### src/rtl/cpwm_pkg.sv
package cpwm_pkg;
  typedef enum logic {
    SEL_DEAD  = 1'b0,
    SEL_CYCLE = 1'b1
  } reg_sel_e;
endpackage

### src/rtl/cpwm_regs.sv
module cpwm_regs
  import cpwm_pkg::*;
#(
  parameter int unsigned W = 16
) (
  input  logic           clk_i,
  input  logic           rst_ni,
  input  logic           wr_i,
  input  logic           addr_i,
  input  logic [W/8-1:0] be_i,
  input  logic [W-1:0]   wdata_i,
  output logic [W-1:0]   rdata_o,
  output logic [W-1:0]   dead_o,
  output logic [W-1:0]   cyc_o
);
  logic [W-1:0] dead_q, cyc_q;
  logic         full_wr;

  // only full-width accesses are accepted
  assign full_wr = wr_i && (&be_i);

  always_ff @(posedge clk_i or negedge rst_ni) begin
    if (!rst_ni) begin
      dead_q <= '1;
      cyc_q  <= '1;
    end else if (full_wr) begin
      unique case (reg_sel_e'(addr_i))
        SEL_DEAD:  dead_q <= wdata_i;
        SEL_CYCLE: cyc_q  <= wdata_i;
        default: ;
      endcase
    end
  end

  assign rdata_o = (reg_sel_e'(addr_i) == SEL_CYCLE) ? cyc_q : dead_q;
  assign dead_o  = dead_q;
  assign cyc_o   = cyc_q;

  a_r2_partial_ignored: assert property (@(posedge clk_i) disable iff (!rst_ni)
    (wr_i && !(&be_i)) |=> ($stable(dead_q) && $stable(cyc_q)));
endmodule

### src/rtl/cpwm_main_cnt.sv
module cpwm_main_cnt #(
  parameter int unsigned W = 16
) (
  input  logic         clk_i,
  input  logic         rst_ni,
  input  logic         stop_i,
  input  logic         load_i,
  input  logic         en_i,
  input  logic [W-1:0] load_val_i,
  input  logic [W-1:0] dead_i,
  input  logic [W-1:0] cyc_i,
  input  logic [W-1:0] top_i,
  output logic [W-1:0] cnt_a_o,
  output logic [W-1:0] cnt_b_o,
  output logic         down_o,
  output logic         turn_o,
  output logic         run_o,
  output logic         tick_o,
  output logic         sub_load_o
);
  logic [W-1:0] a_q, b_q;
  logic         down_q, turn_q, run_q;
  logic         tick;

  assign tick = run_q && en_i;

  always_ff @(posedge clk_i or negedge rst_ni) begin
    if (!rst_ni) begin
      a_q <= '0; b_q <= '0; down_q <= 1'b0; turn_q <= 1'b0; run_q <= 1'b0;
    end else if (stop_i) begin
      a_q <= '0; b_q <= '0; down_q <= 1'b0; turn_q <= 1'b0; run_q <= 1'b0;
    end else if (load_i) begin
      a_q <= load_val_i; b_q <= '0; down_q <= 1'b0; turn_q <= 1'b0; run_q <= 1'b1;
    end else begin
      turn_q <= 1'b0;
      if (tick) begin
        if (!down_q) begin
          if (a_q == top_i) begin
            down_q <= 1'b1; turn_q <= 1'b1;
            a_q <= a_q - 1'b1; b_q <= b_q - 1'b1;
          end else begin
            a_q <= a_q + 1'b1; b_q <= b_q + 1'b1;
          end
        end else begin
          if (a_q == dead_i) begin
            down_q <= 1'b0; turn_q <= 1'b1;
            a_q <= a_q + 1'b1; b_q <= b_q + 1'b1;
          end else begin
            a_q <= a_q - 1'b1; b_q <= b_q - 1'b1;
          end
        end
      end
    end
  end

  assign cnt_a_o    = a_q;
  assign cnt_b_o    = b_q;
  assign down_o     = down_q;
  assign turn_o     = turn_q;
  assign run_o      = run_q;
  assign tick_o     = tick;
  assign sub_load_o = tick && !down_q && (a_q == cyc_i);

  a_r5_offset: assert property (@(posedge clk_i) disable iff (!rst_ni)
    run_q |-> ((a_q - b_q) == dead_i));
  a_r4_range: assert property (@(posedge clk_i) disable iff (!rst_ni)
    run_q |-> (a_q >= dead_i && a_q <= top_i));
  a_r6_turn_single: assert property (@(posedge clk_i) disable iff (!rst_ni)
    turn_q |=> !turn_q);
  a_r4_hold: assert property (@(posedge clk_i) disable iff (!rst_ni)
    (!en_i && !stop_i && !load_i) |=> ($stable(a_q) && $stable(b_q)));
endmodule

### src/rtl/cpwm_sub_cnt.sv
module cpwm_sub_cnt #(
  parameter int unsigned W = 16
) (
  input  logic         clk_i,
  input  logic         rst_ni,
  input  logic         clr_i,
  input  logic         load_i,
  input  logic         tick_i,
  input  logic [W-1:0] cyc_i,
  input  logic [W-1:0] top_i,
  output logic [W-1:0] sub_o,
  output logic         up_o
);
  logic [W-1:0] s_q;
  logic         up_q, act_q;

  always_ff @(posedge clk_i or negedge rst_ni) begin
    if (!rst_ni) begin
      s_q <= '0; up_q <= 1'b0; act_q <= 1'b0;
    end else if (clr_i) begin
      s_q <= '0; up_q <= 1'b0; act_q <= 1'b0;
    end else if (load_i) begin
      s_q <= top_i; up_q <= 1'b0; act_q <= 1'b1;
    end else if (act_q && tick_i) begin
      if (!up_q) begin
        if (s_q == cyc_i) begin
          // match with cycle value: turn from down to up
          if (s_q == top_i) act_q <= 1'b0;
          else begin
            up_q <= 1'b1; s_q <= s_q + 1'b1;
          end
        end else s_q <= s_q - 1'b1;
      end else if (s_q == top_i) begin
        act_q <= 1'b0; up_q <= 1'b0;
      end else s_q <= s_q + 1'b1;
    end
  end

  assign sub_o = s_q;
  assign up_o  = up_q;

  a_r7_sub_range: assert property (@(posedge clk_i) disable iff (!rst_ni)
    act_q |-> (s_q >= cyc_i && s_q <= top_i));
  a_r7_turn_up: assert property (@(posedge clk_i) disable iff (!rst_ni)
    (act_q && tick_i && !up_q && !load_i && !clr_i && s_q == cyc_i && s_q != top_i) |=> up_q);
endmodule

### src/rtl/cpwm_timebase.sv
module cpwm_timebase #(
  parameter int unsigned W = 16
) (
  input  logic           clk_i,
  input  logic           rst_ni,
  input  logic           en_i,
  input  logic           start_i,
  input  logic           clr_i,
  input  logic           wr_i,
  input  logic           addr_i,
  input  logic [W/8-1:0] be_i,
  input  logic [W-1:0]   wdata_i,
  output logic [W-1:0]   rdata_o,
  output logic [W-1:0]   cnt_a_o,
  output logic [W-1:0]   cnt_b_o,
  output logic [W-1:0]   sub_cnt_o,
  output logic           down_o,
  output logic           sub_up_o,
  output logic           turn_o,
  output logic           cfg_err_o
);
  localparam int unsigned XW = W + 2;

  logic [W-1:0]  dead_reg, cyc_reg;
  logic [W-1:0]  dead_act, cyc_act, top_act;
  logic [XW-1:0] min_cyc;
  logic [W:0]    top_sum;
  logic          legal, load, stop, err_q, run, tick, sub_load;

  cpwm_regs #(.W(W)) u_regs (
    .clk_i, .rst_ni, .wr_i, .addr_i, .be_i, .wdata_i,
    .rdata_o, .dead_o(dead_reg), .cyc_o(cyc_reg)
  );

  assign min_cyc = {1'b0, dead_reg, 1'b0} + XW'(3);
  assign top_sum = {1'b0, cyc_reg} + {1'b0, dead_reg};
  assign legal   = ({2'b00, cyc_reg} >= min_cyc) && !top_sum[W];
  assign load    = start_i && !clr_i && legal;
  assign stop    = clr_i || (start_i && !legal);

  // working copies: register writes reach the counters only at a start
  always_ff @(posedge clk_i or negedge rst_ni) begin
    if (!rst_ni) begin
      dead_act <= '0; cyc_act <= '0; top_act <= '0; err_q <= 1'b0;
    end else begin
      if (load) begin
        dead_act <= dead_reg;
        cyc_act  <= cyc_reg;
        top_act  <= top_sum[W-1:0];
      end
      if (start_i && !clr_i && !legal) err_q <= 1'b1;
    end
  end

  cpwm_main_cnt #(.W(W)) u_main (
    .clk_i, .rst_ni, .stop_i(stop), .load_i(load), .en_i,
    .load_val_i(dead_reg), .dead_i(dead_act), .cyc_i(cyc_act), .top_i(top_act),
    .cnt_a_o, .cnt_b_o, .down_o, .turn_o, .run_o(run), .tick_o(tick),
    .sub_load_o(sub_load)
  );

  cpwm_sub_cnt #(.W(W)) u_sub (
    .clk_i, .rst_ni, .clr_i(stop || load), .load_i(sub_load), .tick_i(tick),
    .cyc_i(cyc_act), .top_i(top_act), .sub_o(sub_cnt_o), .up_o(sub_up_o)
  );

  assign cfg_err_o = err_q;

  a_r3_start_load: assert property (@(posedge clk_i) disable iff (!rst_ni)
    load |=> (cnt_a_o == $past(dead_reg) && cnt_b_o == '0 && !down_o && run));
  a_r8_err_sticky: assert property (@(posedge clk_i) disable iff (!rst_ni)
    err_q |=> err_q);
  a_r8_bad_start_stops: assert property (@(posedge clk_i) disable iff (!rst_ni)
    (start_i && !legal) |=> (!run && cnt_a_o == '0));
  a_r10_clear: assert property (@(posedge clk_i) disable iff (!rst_ni)
    clr_i |=> (!run && cnt_a_o == '0 && cnt_b_o == '0));
endmodule

### config.mk
export PLATFORM = sky130hd
export DESIGN_NAME = cpwm_timebase
export DESIGN_NICKNAME = d
export VERILOG_FILES = /design/src/rtl/cpwm_pkg.sv /design/src/rtl/cpwm_regs.sv /design/src/rtl/cpwm_main_cnt.sv /design/src/rtl/cpwm_sub_cnt.sv /design/src/rtl/cpwm_timebase.sv
export SDC_FILE = /design/constraint.sdc
export NUM_CORES = 1
export LEC_CHECK = 0
export ABC_AREA = 1
export BUFFER_PORTS_ARGS = -buffer_cell sky130_fd_sc_hd__clkbuf_2
export CORE_UTILIZATION = 56
export CTS_CLUSTER_DIAMETER = 50
export DETAILED_ROUTE_END_ITERATION = 8
export HOLD_SLACK_MARGIN = 0.08
export PLACE_DENSITY = 0.78
export SETUP_SLACK_MARGIN = 0.02
export SLEW_MARGIN = 20
export SYNTH_ARGS = -nofsm -noshare
export SYNTH_HDL_FRONTEND = slang
export SYNTH_SLANG_ARGS = --single-unit
### constraint.sdc
create_clock -name clk_i -period 2.66 [get_ports clk_i]
set_clock_uncertainty 0.05 [all_clocks]
set_input_delay 0.133 -clock clk_i [delete_from_list [all_inputs] [get_ports clk_i]]
set_output_delay 0.133 -clock clk_i [all_outputs]
set_load 0.005 [all_outputs]
### Yosys cells after proc, flatten, opt, wreduce, memory -nomap -nowiden

Cells that the tools add are included.

| word-level totals | value |
|---|---|
| output and inout bits | 68 |
| bits of input ports | 25 |
| flip-flop bits (word level) | 134 |

| cells by class | value |
|---|---|
| reductions and logical operators | 24 |
| equal/unequal tests | 5 |
| $add $sub $neg | 8 |
| bitwise gates (word level) | 1 |
| magnitude comparators | 1 |
| muxes and demuxes | 44 |

Operators with widths:

| kind | count |
|---|---|
| $mux W16 | 19 |
| $eq A16 B16 Y1 | 5 |
| $add A16 B1 Y16 const B | 3 |
| $sub A16 B1 Y16 const B | 3 |
| $mux W1 | 25 |
| $add A17 B2 Y18 const B | 1 |
| $ge A16 B18 Y1 | 1 |
| $add A16 B16 Y17 | 1 |
| $logic_and A1 B1 Y1 | 10 |
| $reduce_and A2 Y1 | 4 |
| $reduce_bool A3 Y1 | 2 |
| $logic_not A1 Y1 | 4 |
| $reduce_bool A4 Y1 | 1 |
| $logic_or A1 B1 Y1 | 2 |
| $reduce_bool A2 Y1 | 1 |
| $not A1 Y1 | 1 |

### Logic depth before layout (Yosys ltp)

| depth | value |
|---|---|
| depth in word-level cells | 9 |
| gate-level depth with buffers | 20 |
| depth with buffers taken out | 20 |

### By module

A second synthesis with hierarchy kept.

| second synthesis, totals | value |
|---|---|
| cells, all modules | 1833 |
| area total of the unflattened synthesis | 11711.2 µm² |

By module, submodules not included:

| module | times used | cells an instance | area an instance (µm²) | sequential area each (µm²) |
|---|---|---|---|---|
| cpwm_main_cnt | 1 | 728 | 4206.5 | 875.8 |
| cpwm_timebase | 1 | 497 | 3582.2 | 1226.2 |
| cpwm_sub_cnt | 1 | 414 | 2389.8 | 450.4 |
| cpwm_regs | 1 | 194 | 1532.7 | 840.8 |

### Least setup slack after synthesis

OpenSTA, ideal clock, no wires.

| timing | value |
|---|---|
| path kind | flip-flop to flip-flop |
| from | reg u_regs.dead_q[1] (netlist: u_regs.dead_o[1]) |
| to | reg dead_act[14] |
| required time | 2486 ps |
| data arrival time | 2684 ps |
| slack | -198 ps |
| library setup time | 124 ps |
| clock period less this slack | 2858 ps |
| stages on the path, launching flop included | 19 |
| path buffers | 1 |
| cell sequence | dfstp_2 ha_1 nand2_1 nor2_1 nand2_1 nor2_1 xor2_1 ha_1 nand2_1 nor2_1 nand3_1 nand3_1 nand2_1 nand2_1 nand2_1 nand2_1 clkbuf_1 nand4_1 a21boi_1 |

| between the ends | value |
|---|---|
| longest elaborated chain between the ends | 4 |
| elaborated cells on any way between the ends | 6 |
| classes of those cells | add/sub: 2; order compare: 1; reduce/logical: 3 |

RTL lines:

| element | line | source |
|---|---|---|
| from (decl) | cpwm_regs.sv:16 | `logic [W-1:0] dead_q, cyc_q;` |
| from (signal assigned) | cpwm_regs.sv:28 | `SEL_DEAD: dead_q <= wdata_i;` |
| $add A17 B2 Y18 / $add A16 B16 Y17 (equally long branches) | cpwm_timebase.sv:35, cpwm_timebase.sv:36 |  |
| $ge A16 B18 Y1 / $logic_not A1 Y1 (equally long branches) | cpwm_timebase.sv:37 | `assign legal = ({2'b00, cyc_reg} >= min_cyc) && !top_sum[W];` |
| $logic_and A1 B1 Y1 * | cpwm_timebase.sv:37 |  |
| $logic_and A1 B1 Y1 * | cpwm_timebase.sv:38 | `assign load = start_i && !clr_i && legal;` |
| to (signal assigned) | cpwm_timebase.sv:47 | `dead_act <= dead_reg;` |
| to (decl) | cpwm_timebase.sv:25 | `logic [W-1:0] dead_act, cyc_act, top_act;` |

Every way passes the cells marked *; elsewhere a longest branch is shown, timed or not.
A chain may end at the register's enable or synchronous reset.

### Worst setup path after layout

| timing | value |
|---|---|
| from | reg u_regs.dead_q[0] (netlist: u_regs.dead_o[0]) |
| to | reg cyc_act[13] |

| between the ends | value |
|---|---|
| longest elaborated chain between the ends | 4 |
| elaborated cells on any way between the ends | 6 |
| classes of those cells | add/sub: 2; order compare: 1; reduce/logical: 3 |

RTL lines:

| element | line | source |
|---|---|---|
| $add A17 B2 Y18 / $add A16 B16 Y17 (equally long branches) | cpwm_timebase.sv:35, cpwm_timebase.sv:36 |  |
| $ge A16 B18 Y1 / $logic_not A1 Y1 (equally long branches) | cpwm_timebase.sv:37 |  |
| $logic_and A1 B1 Y1 * | cpwm_timebase.sv:37 |  |
| $logic_and A1 B1 Y1 * | cpwm_timebase.sv:38 |  |
| to (signal assigned) | cpwm_timebase.sv:48 | `cyc_act <= cyc_reg;` |
| to (decl) | cpwm_timebase.sv:25 |  |

Marked as above.

==> flow_metrics.tcl <==
set metrics [dict create \
    outcome "finished, violations left" \
    failed_checks "setup timing" \
    postRouteAntennaNets 0 \
    htreeDepth 4 \
    min_period_ns 2.95 \
    wl_per_cell_um 16.6 \
    die_w_um 144 \
    antenna_found_initial 0 \
    powerDensity_nw_per_um2 751 \
    finalCritPeriodShare 1.11 \
    avgSynthCellArea_um2 6.28 \
    dp_hpwl_um 27300 \
    grt_overflow_total 0 \
    clock_latency_ns 0.44 \
    worstSetupEndpointType "flip-flop" \
    grt_max_degree 76 \
    cp_max_fo 8 \
    dr.first_iter.drc_count 1038 \
    synthMuxAreaShare 0 \
    required_ns 2.93 \
    path_cells "ha_4, nand2_4, nor2_4, buf_6, nand4_1, xor2_1, inv_1, ha_4, nand2_2, o21a_1, nand2_1, nand2_1, nand2_2, buf_6, nand3_4, buf_12, nor2_4, a21oi_2" \
    fin_area_um2 14000 \
    power.share.clock 0.236 \
    switching_power_uw 4540 \
    pwr-share-seq 0.316 \
    layout_setup_ws_ns -0.293 \
    routed-wl-met2_um 17300 \
    slew_headroom 0.395 \
    row_count 51 \
    die_h_um 144 \
    switching_share 0.434 \
    synth_cell_type_count 47 \
    dp.cells 2176 \
    layoutNonFillerInstCount 2243 \
    viasPerCell 5.64 \
    core_um2 19600 \
    slowest_delay_ns 0.56 \
    cts-buffers-inserted 17 \
    grt_pass1_vias 11300 \
    io_buffers 92 \
    routed-via-count 12700 \
    hold_viol_final 0 \
    tightest_slew_ns 0.905 \
    synth-simple-area-share 0.388 \
    p_int_uw 5940 \
    nets 2029 \
    drv_cap 0 \
    fin_util 0.713 \
    setup_viol 66 \
    cp.arrival_ns 3.22 \
    clk_pin_slew_ns 0.07 \
    synth-edff-count 0 \
    path_buf_inv 4 \
    synthesis.nets 1858 \
    critical-path-slowest-cell "dfstp_2" \
    diodes 0 \
    synth_warnings 0 \
    worstSetupPathType "reg -> reg" \
    clock_tree.root_cell "clkbuf_16" \
    slew_viol_final 0 \
    synth_top_family_by_area "simple AND/OR/NAND/NOR gates" \
    cts_tree "built" \
    placed_area_um2 12500 \
    grt_usage 0.363 \
    die_area_um2 20700 \
    power_leakage_uw 0.00753 \
    syn_inst 1794 \
    path_delay_family "simple AND/OR/NAND/NOR gates" \
    drt-met1-wl_um 15400 \
    dr.pass1.iters 6 \
    fmax_mhz 339 \
    routed_wl_um 37300 \
    synthArstFlopShare 1.00 \
    synth_adder_area_share 0.0440 \
    peakVddDrop_mv 0.549 \
    routed.top_layer "met4" \
    syn_to_final_growth_pct 23.9 \
    synth-compound-area-share 0.102 \
    combinationalPowerShare 0.448 \
    grt_pass1_wl_um 57800 \
    synth_area_um2 11300 \
    numClockSinks 134 \
    drcViolationCount 0 \
    start_util 0.575 \
    synth-seq-area-share 0.301 \
    dr_wl_met3_um 2980 \
    gp_congestion 0.953 \
    synthFlopType "dfrtp_1" \
    drive_gt1_frac 0.194 \
    pin_count 93 \
    synthXorXnorAreaFrac 0.0715 \
    rsz0062_at_grt "true" \
    start_kind "flip-flop" \
    hp-class "in -> reg" \
    cts.path.max_buffers 2 \
    synth-seq-cells 134 \
]
-- worst min-delay path, cell delays in order --
cell and delay [ns]:
clkbuf_2 0.11, nand3_1 0.08, o21ai_0 0.08, a31oi_1 0.14
-- state kept, by name, indices dropped and copies added, names as in the netlist --
signal,flops
cyc_act,16
dead_act,16
top_act,16
u_main.cnt_a_o,16
u_main.cnt_b_o,16
u_regs.cyc_o,16
u_regs.dead_o,16
u_sub.sub_o,16
cfg_err_o,1
u_main.down_o,1
u_main.run_o,1
u_main.turn_o,1
u_sub.act_q,1
u_sub.up_o,1
-- timing repair --
item / CTS / global route
hold buffers: 19 / 0
endpoints found under the setup margin: 66 / 67
gates resized for setup: 47 / 62
cloned: 6 / 3
endpoints found under the hold margin: 93 / 0
pin swaps: 15 / 18
buffers inserted: 6 / 2
-- cells in the final DEF, fill, tap and decap left out, types with 3 or more instances in the layout --
master         synthesis  routed
inv_8                  0       4
ha_1                  38      36
o21ai_2                0      20
a21oi_1               56      48
buf_6                  1       5
clkbuf_2               1      91
nand3b_1               3       3
o22ai_1                4       4
dlygate4sd3_1          0      19
xor2_1                78      78
a21o_1                 4       4
nand3_4                2       3
nor3_1                22      21
nand2_4                3      10
inv_1                167     167
a21boi_2               0       5
o21ai_0               97      96
inv_6                  0       6
inv_2                 13      13
nand4_1               30      30
nor2_4                 1      12
nor2_1               168     155
nand3_1              138     138
nand2_2                4      27
a21oi_2                0       8
nor2_2                 5       7
o211ai_1               5       5
buf_16                 0       4
xnor2_1               14      14
or2_2                  3       3
o21ai_1               30      11
dfstp_2               32      32
buf_4                 13      95
clkbuf_16              0      20
buf_12                 0       8
dfrtp_1              102     102
nand2_1              675     645
-- Yosys cell counts (all sizes together), types with 3 or more instances --
cell type | instances | area share
a21boi | 7 | 0.0047
a21o | 4 | 0.0027
a21oi | 56 | 0.025
buf | 46 | 0.024
clkbuf | 28 | 0.0094
dfrtp | 102 | 0.23
dfstp | 32 | 0.075
ha | 38 | 0.042
inv | 180 | 0.060
nand2 | 682 | 0.23
nand3 | 141 | 0.065
nand3b | 3 | 0.0020
nand4 | 30 | 0.017
nor2 | 174 | 0.060
nor3 | 22 | 0.0098
o211ai | 7 | 0.0056
o21ai | 127 | 0.056
o22ai | 4 | 0.0022
or2 | 3 | 0.0017
xnor2 | 14 | 0.011
xor2 | 78 | 0.061
-- cell type report --
class | count | area, µm²
Clock buffer | 17 | 425
Clock inverter | 15 | 180
Fill cell | 1632 | 5630
Inverter | 182 | 683
Multi-Input combinational cell | 1405 | 7190
Sequential cell | 134 | 3390
Tap cell | 265 | 332
Timing Repair Buffer | 225 | 1760
-- metal layers --
| metal | vias up | global-route usage |
|---|---|---|
| li1 | 6063 | - |
| met1 | 5867 | 0.476 |
| met2 | 622 | 0.589 |
| met3 | 107 | 0.0610 |
| met4 | 0 | 0.152 |
| met5 | - | 0 |
-- cells by family after synthesis --
kind of cell | Yosys count
flip-flops | 134
XOR/XNOR | 92
AND/OR/NAND/NOR | 1060
buffers and inverters | 256
adder cells (fa/ha/maj) | 39
AO/OA/AOI/OAI | 213
-- stage by stage --
step / hold slack, ns / TNS [ns] / total power, µW / worst slack, ns
after detailed placement: 0.151 / -15.07 / 7350 / -0.315
after floorplan: -0.213 / 0 / 6040 / 0.0130
after global placement: 0.148 / -8.40 / 7220 / -0.214
after global routing: 0.165 / -23.39 / 11200 / -0.412
after CTS: 0.112 / -12.72 / 10100 / -0.240
final: 0.123 / -15.70 / 10500 / -0.293
-- power groups by stage --
stage          registers (µW)  clock network, µW  logic [µW]
2_1_floorplan            3040                  0        3000
3_3_place_gp             3240                  0        3980
3_5_place_dp             3250                  0        4090
4_1_cts                  3240               2480        4390
5_1_grt                  3370               2580        5210
6_report                 3310               2470        4700
-- path summary, 6_finish.rpt --
check,slack [ns],start,depth (start not counted),endpoint
worst max-delay path,-0.29,u_regs.dead_o[0]$_DFFE_PN1P_,18,cyc_act[13]$_DFFE_PN0P_
worst min-delay path,0.12,en_i,4,u_sub.act_q$_DFFE_PN0P_
worst max register to register,-0.29,u_regs.dead_o[0]$_DFFE_PN1P_,18,cyc_act[13]$_DFFE_PN0P_
worst min register to register,0.41,cfg_err_o$_DFFE_PN0P_,1,cfg_err_o$_DFFE_PN0P_
max in group asynchronous,1.51,rst_ni,3,u_regs.dead_o[13]$_DFFE_PN1P_
min in group asynchronous,0.25,rst_ni,2,u_sub.sub_o[1]$_DFFE_PN0P_
Note: power is estimated with default switching activity, not from simulation.
